<file path="config.mk">
export PLATFORM = sky130hd
export DESIGN_NAME = reset_line_pullup_ctl
export DESIGN_NICKNAME = d
export VERILOG_FILES = /design/src/rtl/pullup_ctl_pkg.sv /design/src/rtl/rlp_control.sv /design/src/rtl/rlp_datapath.sv /design/src/rtl/reset_line_pullup_ctl.sv
export SDC_FILE = /design/constraint.sdc
export NUM_CORES = 1
export LEC_CHECK = 0
export BUFFER_PORTS_ARGS = -buffer_cell sky130_fd_sc_hd__buf_4
export CORE_UTILIZATION = 55
export CTS_CLUSTER_SIZE = 30
export DETAILED_ROUTE_END_ITERATION = 7
export PLACE_DENSITY_LB_ADDON = 0.15
export SLEW_MARGIN = 20
export SYNTH_ARGS = -nofsm -noshare
export SYNTH_HDL_FRONTEND = slang
export SYNTH_SLANG_ARGS = --single-unit
</file>
<file path="constraint.sdc">
create_clock -name clk -period 4.4 [get_ports clk]
set_input_delay 0.44 -clock clk [delete_from_list [all_inputs] [get_ports clk]]
set_output_delay 0.44 -clock clk [all_outputs]
set_load 0.01 [all_outputs]
</file>
<file path="src/rtl/pullup_ctl_pkg.sv">
package pullup_ctl_pkg;

  typedef enum logic [1:0] {
    LINE_IDLE  = 2'd0,
    LINE_ARMED = 2'd1,
    LINE_BOOST = 2'd2
  } lineState_t;

  typedef struct packed {
    logic setEdge;
    logic clearEdge;
    logic startShot;
    logic stopShot;
  } strobes_t;

endpackage

</file>
<file path="src/rtl/rlp_control.sv">
module rlp_control
  import pullup_ctl_pkg::*;
(
  input  logic     clk,
  input  logic     rstN,
  input  logic     lineAboveLow,
  input  logic     lineAboveHigh,
  input  logic     resetReq,
  input  logic     shotDone,
  output strobes_t strobes
);

  lineState_t state, stateNext;
  logic lineHeld;

  assign lineHeld = resetReq || !lineAboveLow;

  always_comb begin
    stateNext = state;
    strobes   = '0;
    unique case (state)
      LINE_IDLE: begin
        if (!lineAboveLow) begin
          strobes.setEdge = 1'b1;
          stateNext       = LINE_ARMED;
        end
      end
      LINE_ARMED: begin
        if (!lineHeld) begin
          if (lineAboveHigh) begin
            strobes.clearEdge = 1'b1;
            stateNext         = LINE_IDLE;
          end else begin
            strobes.startShot = 1'b1;
            stateNext         = LINE_BOOST;
          end
        end
      end
      LINE_BOOST: begin
        if (lineHeld) begin
          strobes.stopShot = 1'b1;
          stateNext        = LINE_ARMED;
        end else if (lineAboveHigh || shotDone) begin
          strobes.stopShot  = 1'b1;
          strobes.clearEdge = 1'b1;
          stateNext         = LINE_IDLE;
        end
      end
      default: stateNext = LINE_IDLE;
    endcase
  end

  always_ff @(posedge clk or negedge rstN) begin
    if (!rstN) state <= LINE_IDLE;
    else       state <= stateNext;
  end

  AST_START_NOT_HELD: assert property (@(posedge clk) disable iff (!rstN)
    strobes.startShot |-> (!resetReq && lineAboveLow && !lineAboveHigh));
  AST_START_NEEDS_ARM: assert property (@(posedge clk) disable iff (!rstN)
    strobes.startShot |-> $past(stateNext) == LINE_ARMED);

endmodule

</file>
<file path="src/rtl/rlp_datapath.sv">
module rlp_datapath
  import pullup_ctl_pkg::*;
#(
  parameter int ONESHOT_CYCLES = 100
) (
  input  logic     clk,
  input  logic     rstN,
  input  logic     resetReq,
  input  strobes_t strobes,
  output logic     shotDone,
  output logic     pullDownEn,
  output logic     passiveEn,
  output logic     activeEn,
  output logic     edgeFlag
);

  localparam int CW = $clog2(ONESHOT_CYCLES + 1);
  localparam logic [CW-1:0] SHOT_LOAD = CW'(ONESHOT_CYCLES);
  localparam logic [CW-1:0] SHOT_LAST = CW'(1);

  logic [CW-1:0] shotCnt;

  assign shotDone = activeEn && (shotCnt == SHOT_LAST);

  always_ff @(posedge clk or negedge rstN) begin
    if (!rstN) begin
      pullDownEn <= 1'b0;
      passiveEn  <= 1'b1;
    end else begin
      pullDownEn <= resetReq;
      passiveEn  <= !resetReq;
    end
  end

  always_ff @(posedge clk or negedge rstN) begin
    if (!rstN) begin
      activeEn <= 1'b0;
      shotCnt  <= '0;
    end else if (strobes.startShot) begin
      activeEn <= 1'b1;
      shotCnt  <= SHOT_LOAD;
    end else if (strobes.stopShot) begin
      activeEn <= 1'b0;
      shotCnt  <= '0;
    end else if (activeEn && shotCnt != '0) begin
      shotCnt  <= shotCnt - SHOT_LAST;
    end
  end

  always_ff @(posedge clk or negedge rstN) begin
    if (!rstN)                  edgeFlag <= 1'b0;
    else if (strobes.setEdge)   edgeFlag <= 1'b1;
    else if (strobes.clearEdge) edgeFlag <= 1'b0;
  end

  logic [CW:0] onRun;
  always_ff @(posedge clk or negedge rstN) begin
    if (!rstN)         onRun <= '0;
    else if (activeEn) onRun <= onRun + 1'b1;
    else               onRun <= '0;
  end

  AST_EXCLUSIVE: assert property (@(posedge clk) disable iff (!rstN)
    !(pullDownEn && activeEn));
  AST_SHOT_BOUND: assert property (@(posedge clk) disable iff (!rstN)
    onRun <= (CW+1)'(ONESHOT_CYCLES));
  AST_PASSIVE_CUT: assert property (@(posedge clk) disable iff (!rstN)
    resetReq |=> (pullDownEn && !passiveEn));
  AST_ACTIVE_FLAG: assert property (@(posedge clk) disable iff (!rstN)
    activeEn |-> edgeFlag);

endmodule

</file>
<file path="src/rtl/reset_line_pullup_ctl.sv">
module reset_line_pullup_ctl
  import pullup_ctl_pkg::*;
#(
  parameter int ONESHOT_CYCLES = 100
) (
  input  logic clk,
  input  logic rstN,
  input  logic lineAboveLow,
  input  logic lineAboveHigh,
  input  logic resetReq,
  output logic pullDownEn,
  output logic passiveEn,
  output logic activeEn,
  output logic edgeFlag
);

  strobes_t strobes;
  logic     shotDone;

  rlp_control u_control (
    .clk           (clk),
    .rstN          (rstN),
    .lineAboveLow  (lineAboveLow),
    .lineAboveHigh (lineAboveHigh),
    .resetReq      (resetReq),
    .shotDone      (shotDone),
    .strobes       (strobes)
  );

  rlp_datapath #(.ONESHOT_CYCLES(ONESHOT_CYCLES)) u_datapath (
    .clk        (clk),
    .rstN       (rstN),
    .resetReq   (resetReq),
    .strobes    (strobes),
    .shotDone   (shotDone),
    .pullDownEn (pullDownEn),
    .passiveEn  (passiveEn),
    .activeEn   (activeEn),
    .edgeFlag   (edgeFlag)
  );

  AST_LOW_STOPS: assert property (@(posedge clk) disable iff (!rstN)
    (activeEn && !lineAboveLow) |=> (!activeEn && edgeFlag));
  AST_HIGH_STOPS: assert property (@(posedge clk) disable iff (!rstN)
    (activeEn && lineAboveLow && lineAboveHigh && !resetReq) |=> (!activeEn && !edgeFlag));
  AST_DROP_ARMS: assert property (@(posedge clk) disable iff (!rstN)
    !lineAboveLow |=> edgeFlag);

endmodule

</file>
==> metrics.md, run 1 <==
| Metric | Value |
|---|---|
| Post-detailed-route count of antenna-violating nets | `0` |
| Gpl congestion | `just over 0.8` |
| Met2 Resource Use GR | `0.363` |
| Fin. Hold Viols | `0` |
| Critical-path cell list | `inv_1, ha_1, and2_1, a32o_2, a21o_1, a211oi_2` |
| Num Clock Sinks | `13` |
| Setup Crit Path Kind | `flip-flop to flip-flop` |
| Fmax | `between 600 and 700 MHz` |
| Deepest clock path buffer count | `2` |
| Ranking of synthesized cells by area | `dfrtp_1, ha_1, a21oi_1` |
| Tcrit/Tclk final | `0.372` |
| Syn nets | `86` |
| Cells after synthesis | `75` |
| Via count | `between 500 and 600` |
| WP data required | `roughly 4.6 ns` |
| Total track usage | `0.218` |
| Most frequent cells after synthesis | `dfrtp_1, inv_1, a21oi_1, ha_1, nor2_1` |
| Largest delay contributor family on the critical path | `compound AO/OA/AOI/OAI gates` |
| Leakage | `between 0.4 and 0.5 nW` |
| CP max FO | `6` |
| Area growth syn-to-layout | `15.2%` |
| Period minus WS final | `about 1.6 ns` |
| RSZ-0062 raised after global routing | `false` |
| N_diodes | `0` |
| Setup Viol. Count Final | `0` |
| Die H | `about 39 um` |
| CTS H-tree depth | `1` |
| Asr flop ratio synth | `1.00` |
| Initial Utilization | `0.591` |
| GR peak layer | `met2` |
| Drt drc | `0` |
| Routed wire length | `1330 um` |
| CP bufs+invs | `1` |
| Net Sw Frac | `0.413` |
| # fillers | `about 100` |
| First-pass GRT wire length | `approximately 2100 um` |
| Worst-margin pin slew | `~0.43 ns` |
| CTS Buf Count | `3` |
| Int Power | `327 uW` |
| 1st-pass router iterations | `4` |
| Clock transition at path regs | `around 0.070 ns` |
| Core area | `approximately 1300 um2` |
| DR WL/cell | `approximately 13 um` |
| Iter 0 DRT Violations | `18` |
| Crit path launch type | `flip-flop` |
| CTS root buf | `clkbuf_4` |
| PwrDens | `638 nW/um2` |
| Seq pwr share | `0.401` |
| Top-count cell post-synth | `dfrtp_1` |
| Ports | `9` |
| Worst-Skew Late Latency | `between 0.2 and 0.3 ns` |
| Max VDD drop | `0.349 mV` |
| Mean post-synth cell area | `just over 10 um2` |
| Initial antenna violation count | `0` |
| Crit. End Element | `flip-flop` |
| Commonest register cell after synthesis | `dfrtp_1` |
| Net Switching | `approximately 230 uW` |
| CTS tree | `built` |
| Register area share after synthesis | `0.430` |
| MaxCap Viol Count | `0` |
| CP peak stage delay | `roughly 0.4 ns` |
| Clock power frac | `0.129` |
| Synthesized cell area | `around 760 um2` |
| Largest net degree at the start of global routing | `14` |
| Power Total | `558 uW` |
| Met3 usage | `0.0867` |
| Rel. slew slack | `0.711` |
| Worst Skew | `roughly 0.0032 ns` |
| Post-DP HPWL | `1050 um` |
| Distinct cells, synth | `32` |
| Top cell type by total area after synthesis | `dfrtp_1` |
| Non-Filler Instances | `roughly 100` |
| Hold Path Class | `primary input to flip-flop` |
| Fraction of layout cells with a size suffix above 1 | `0.216` |
| Comb pwr share | `0.469` |
| Number of flops mapped to enable cells by yosys | `0` |
| Max Slew Vio Count | `0` |
| Post-synth top area share | `0.395` |
| Die area | `~1500 um2` |
| Port bufs | `8` |
| GRT overflow | `0` |
| FP Rows | `13` |
| Status | `finished, final reports clean` |
| Yosys Warn Count | `0` |
| Setup TNS | `0 ns` |
| Grt met1 use | `0.260` |
| CP max stage cell | `dfrtp_1` |
| #FFs+latches synth | `13` |
| Number of vias per cell | `around 5.6` |
| Util after Layout | `0.681` |
| Placed cell count | `between 90 and 100` |
| Die Wd | `39.2 um` |
| Arrival time worst endpoint | `approximately 1.8 ns` |
| Number of global-route vias before repair | `520` |
| Layout Nets | `100` |
==> per-layer routing <==
metal / vias up / wire, um
li1: 295 / -
met1: 263 / 592
met2: 14 / 634
met3: 3 / 82
met4: 0 / 16
met5: - / 0
==> final timing paths <==
kind	start	endpoint	slack, ns	cells after the start
max reg2reg	u_control.state[0]$_DFFE_PN0P_	u_datapath.shotCnt[1]$_DFFE_PN0P_	2.77	6
min	resetReq	u_datapath.pullDownEn$_DFF_PN0_	0.29	1
max	u_control.state[0]$_DFFE_PN0P_	u_datapath.shotCnt[1]$_DFFE_PN0P_	2.77	6
min in group asynchronous	rstN	u_datapath.pullDownEn$_DFF_PN0_	0.54	2
max in group asynchronous	rstN	u_datapath.passiveEn$_DFF_PN1_	3.63	2
min reg2reg	u_datapath.edgeFlag$_DFFE_PN0P_	u_datapath.edgeFlag$_DFFE_PN0P_	0.53	2
==> final cells by class <==
class | count | area (um2) | share of cell area
Tap cell | 15 | 18.8 | 0.0215
Timing Repair Buffer | 9 | 70.1 | 0.0801
Clock buffer | 4 | 26.3 | 0.0300
Multi-Input combinational cell | 54 | 403 | 0.461
Sequential cell | 13 | 327 | 0.373
Inverter | 8 | 30.0 | 0.0343
==> power by group through the flow <==
stage	logic (mW)	clock network, mW	registers (mW)
after floorplan	0.196	0	0.218
after global placement	0.254	0	0.224
after detailed placement	0.263	0	0.227
after CTS	0.265	0.0737	0.224
after global routing	0.297	0.0819	0.232
final	0.262	0.0722	0.224
==> flip-flops by register name, summed over array words and instances (netlist names) <==
signal                 cells
u_control.state            2
u_datapath.activeEn        1
u_datapath.edgeFlag        1
u_datapath.passiveEn       1
u_datapath.pullDownEn      1
u_datapath.shotCnt         7
==> through the flow <==
step | setup WS (ns) | hold slack [ns] | cell area [um2]
4_1_cts | 2.75 | 0.290 | 875
3_5_place_dp | 2.76 | 0.290 | 838
5_1_grt | 2.66 | 0.280 | 875
3_3_place_gp | 2.80 | 0.290 | 838
2_1_floorplan | 2.90 | 0.144 | 759
6_report | 2.77 | 0.292 | 875
==> cell families after synthesis <==
group,Yosys count,share of synthesized area
xor gates and xnor gates,1,0.0115
AOI/OAI and AO/OA,21,0.186
DFF,13,0.430
muxes,2,0.0264
adders and majority gates,6,0.0988
and+or+nand+nor,24,0.208
buffers and inverters,8,0.0395
==> repair_timing <==
action / 4_1_cts / 5_1_grt
setup buffers: 0 / 0
hold buffers: 1 / 0
endpoints found under the hold margin: 12 / 0
resized for setup: 0 / 0
==> placed cells by master, fill, tap and decap left out, types with 2 or more instances in the layout <==
master and instances:
a21o_1 2, nor3_1 3, inv_1 8, nor2_1 5, o21ai_0 4, a21oi_1 7
nand2_1 4, dfrtp_1 12, clkbuf_4 3, mux2i_1 2, ha_1 6, buf_4 8
(Power assumes the default switching activity.)
==> inputs of run 2 (changes only) <==
--- a/config.mk
+++ b/config.mk
@@ -6,7 +6,7 @@
 export NUM_CORES = 1
 export LEC_CHECK = 0
 export BUFFER_PORTS_ARGS = -buffer_cell sky130_fd_sc_hd__buf_4
-export CORE_UTILIZATION = 55
+export CORE_UTILIZATION = 49
 export CTS_CLUSTER_SIZE = 30
 export DETAILED_ROUTE_END_ITERATION = 7
 export PLACE_DENSITY_LB_ADDON = 0.15
==> constraint.sdc (replaced) <==
create_clock -name clk -period 1.5 [get_ports clk]
set_input_delay 0.15 -clock clk [delete_from_list [all_inputs] [get_ports clk]]
set_output_delay 0.15 -clock clk [all_outputs]
set_load 0.01 [all_outputs]
==> run 2 against run 1 <==
- the run now ends with negative setup slack left
- final cell count increased by 15%
- routed wire length increased by 18%
- fmax rose by 4.9%
- sequential share of layout area down 5.0 points
- register-to-register slack worse by 2.8 ns
- design area up 16%
- first-iteration DRC count decreased by 17%
- power rose to 3.5 times the previous value
- critical path depth unchanged
- combinational power rose to 4.2 times the previous value
- largest power group unchanged
==> metrics.md, run 2 (same netlist as run 1, synthesis figures left out) <==
| Metric | Value |
|---|---|
| Status | `complete, but fails checks` |
| Failing checks | `negative setup slack` |
| Period minus WS final | `around 1.6 ns` |
| WP data required | `around 1.7 ns` |
| Setup Viol. Count Final | `5` |
| # fillers | `~110` |
| Rel. slew slack | `0.780` |
| Fin. Hold Viols | `0` |
| Worst R2R Start | `u_datapath.shotCnt[0]$_DFFE_PN0P_` |
| Max Slew Vio Count | `0` |
| Worst Setup SP | `u_datapath.shotCnt[0]$_DFFE_PN0P_` |
| Largest delay contributor family on the critical path | `compound AO/OA/AOI/OAI gates` |
| CTS root buf | `clkbuf_4` |
| Worst-margin pin slew | `roughly 0.33 ns` |
| Area growth syn-to-layout | `33.6%` |
| Worst Skew | `~0.0026 ns` |
| Setup Crit Path Kind | `flip-flop to flip-flop` |
| Initial Utilization | `0.556` |
| Pre-CTS WS | `-0.0424 ns` |
| Fmax | `642 MHz` |
| Core area | `roughly 1400 um2` |
| Drt drc | `0` |
| Non-Filler Instances | `between 100 and 150` |
| Ports | `9` |
| CP peak stage delay | `between 0.4 and 0.5 ns` |
| Clock transition at path regs | `roughly 0.090 ns` |
| Crit path launch type | `flip-flop` |
| Max VDD drop | `between 1 and 1.5 mV` |
| Gpl congestion | `slightly above 0.8` |
| Layout Nets | `115` |
| Post-detailed-route count of antenna-violating nets | `0` |
| Arrival time worst endpoint | `approximately 1.8 ns` |
| CTS H-tree depth | `1` |
| Tcrit/Tclk final | `1.04` |
| Number of vias per cell | `5.44` |
| Most common cell after layout, fill and taps aside | `buf_4` |
| Die area | `~1700 um2` |
| Hold Path Class | `primary input to flip-flop` |
| Routed wire length | `1560 um` |
| HP Start | `lineAboveHigh` |
| Final setup margin | `-0.0588 ns` |
| Largest register FFs | `7` |
| Largest net degree at the start of global routing | `14` |
| RSZ-0062 raised after global routing | `true` |
| Via count | `roughly 640` |
| Critical-path cell list | `ha_2, and2_1, a32o_2, a21o_1, buf_4, a21oi_1` |
| CTS Buf Count | `3` |
| DR WL/cell | `13.2 um` |
| Deepest clock path buffer count | `2` |
| MaxCap Viol Count | `0` |
| CP max stage cell | `dfrtp_2` |
| Leakage | `between 0.4 and 0.5 nW` |
| Power Total | `slightly below 2 mW` |
| CP bufs+invs | `1` |
| Die Wd | `between 40 and 50 um` |
| Port bufs | `8` |
| Worst-Skew Late Latency | `0.28 ns` |
| Crit. End Element | `flip-flop` |
| Num Clock Sinks | `13` |
| CTS tree | `built` |
| Initial antenna violation count | `0` |
| Post-DP HPWL | `roughly 1100 um` |
| Placed cell count | `roughly 110` |
| Util after Layout | `0.743` |
| Most frequent cells in the layout | `buf_4, dfrtp_1, inv_1, a21oi_1, nor2_1` |
| Placed inst area | `916 um2` |
| CP max FO | `4` |
| First-pass GRT wire length | `~2400 um` |
| PwrDens | `between 1500 and 2000 nW/um2` |
| Largest regs | `u_datapath.shotCnt: 7 flops, u_control.state: 2 flops` |
| Number of global-route vias before repair | `about 580` |
| Biggest register | `u_datapath.shotCnt` |
| 1st-pass router iterations | `4` |
| Final instance area | `~1000 um2` |
| N_diodes | `0` |
| FP Rows | `13` |
| Die H | `a little over 40 um` |
| Total track usage | `0.225` |
| Fraction of layout cells with a size suffix above 1 | `0.388` |
| Iter 0 DRT Violations | `15` |
| GRT overflow | `0` |
-- run 2: cell types whose count changed in the layout (fill, tap and decap cells not counted), sizes merged --
cell and delta:
buf +14, clkbuf -1, clkinv +1, dlygate4sd3 +1
-- run 2: metal layers --
| layer | track usage | wire length, um | vias up |
|---|---|---|---|
| met5 | 0 | 0 | - |
| met1 | 0.294 | 790 | 305 |
| li1 | - | - | 329 |
| met3 | 0.0638 | 39 | 2 |
| met2 | 0.355 | 713 | 6 |
| met4 | 0.0726 | 13 | 0 |
-- run 2: cell type report --
class,count,area (um2),area share
clock buffer,3,22.5,0.0222
inverter,8,30.0,0.0296
sequential,13,328,0.323
tap,15,18.8,0.0185
multi-input combinational,54,425,0.419
timing repair buffer,24,185,0.182
clock inverter,1,5.00,0.00493
-- run 2: final timing paths --
kind / end / slack (ns) / cells after the start
worst max register to register: u_datapath.shotCnt[4]$_DFFE_PN0P_ / -0.06 / 6
worst min register to register: u_datapath.edgeFlag$_DFFE_PN0P_ / 0.54 / 2
worst max-delay path: u_datapath.shotCnt[4]$_DFFE_PN0P_ / -0.06 / 6
worst min-delay path: u_control.state[1]$_DFFE_PN0P_ / 0.17 / 3
min in group asynchronous: u_datapath.shotCnt[6]$_DFFE_PN0P_ / 0.26 / 2
max in group asynchronous: u_datapath.passiveEn$_DFF_PN1_ / 1.01 / 2
-- run 2: timing repair --
| action | CTS | global route |
|---|---|---|
| endpoints found under the hold margin | 15 | 0 |
| resized for setup | 0 | 6 |
| buffers inserted | 3 | 2 |
| pin swaps | 1 | 7 |
| setup endpoints to repair | 5 | 10 |
| hold buffers | 2 | 0 |
-- run 2: power by group --
part / switching [mW] / total, mW / internal, mW
logic: 0.517 / 1.10 / 0.585
registers: 0.129 / 0.622 / 0.492
clock network: 0.125 / 0.224 / 0.0988
-- run 2: stage by stage --
step           hold WS [ns]  TNS (ns)
6_report              0.165    -0.170
5_1_grt               0.166    -0.663
4_1_cts               0.152   -0.0462
3_5_place_dp        0.00181   -0.0522
3_3_place_gp       0.000495         0
2_1_floorplan        -0.146         0
-- run 2: worst register-to-register path: cells and delay by family (launching register included) --
family                     cells  cell delay, ns
buffers and inverters          1            0.15
adders and majority gates      1            0.20
DFF                            1            0.45
AOI/OAI and AO/OA              3            0.56
and+or+nand+nor                1            0.13
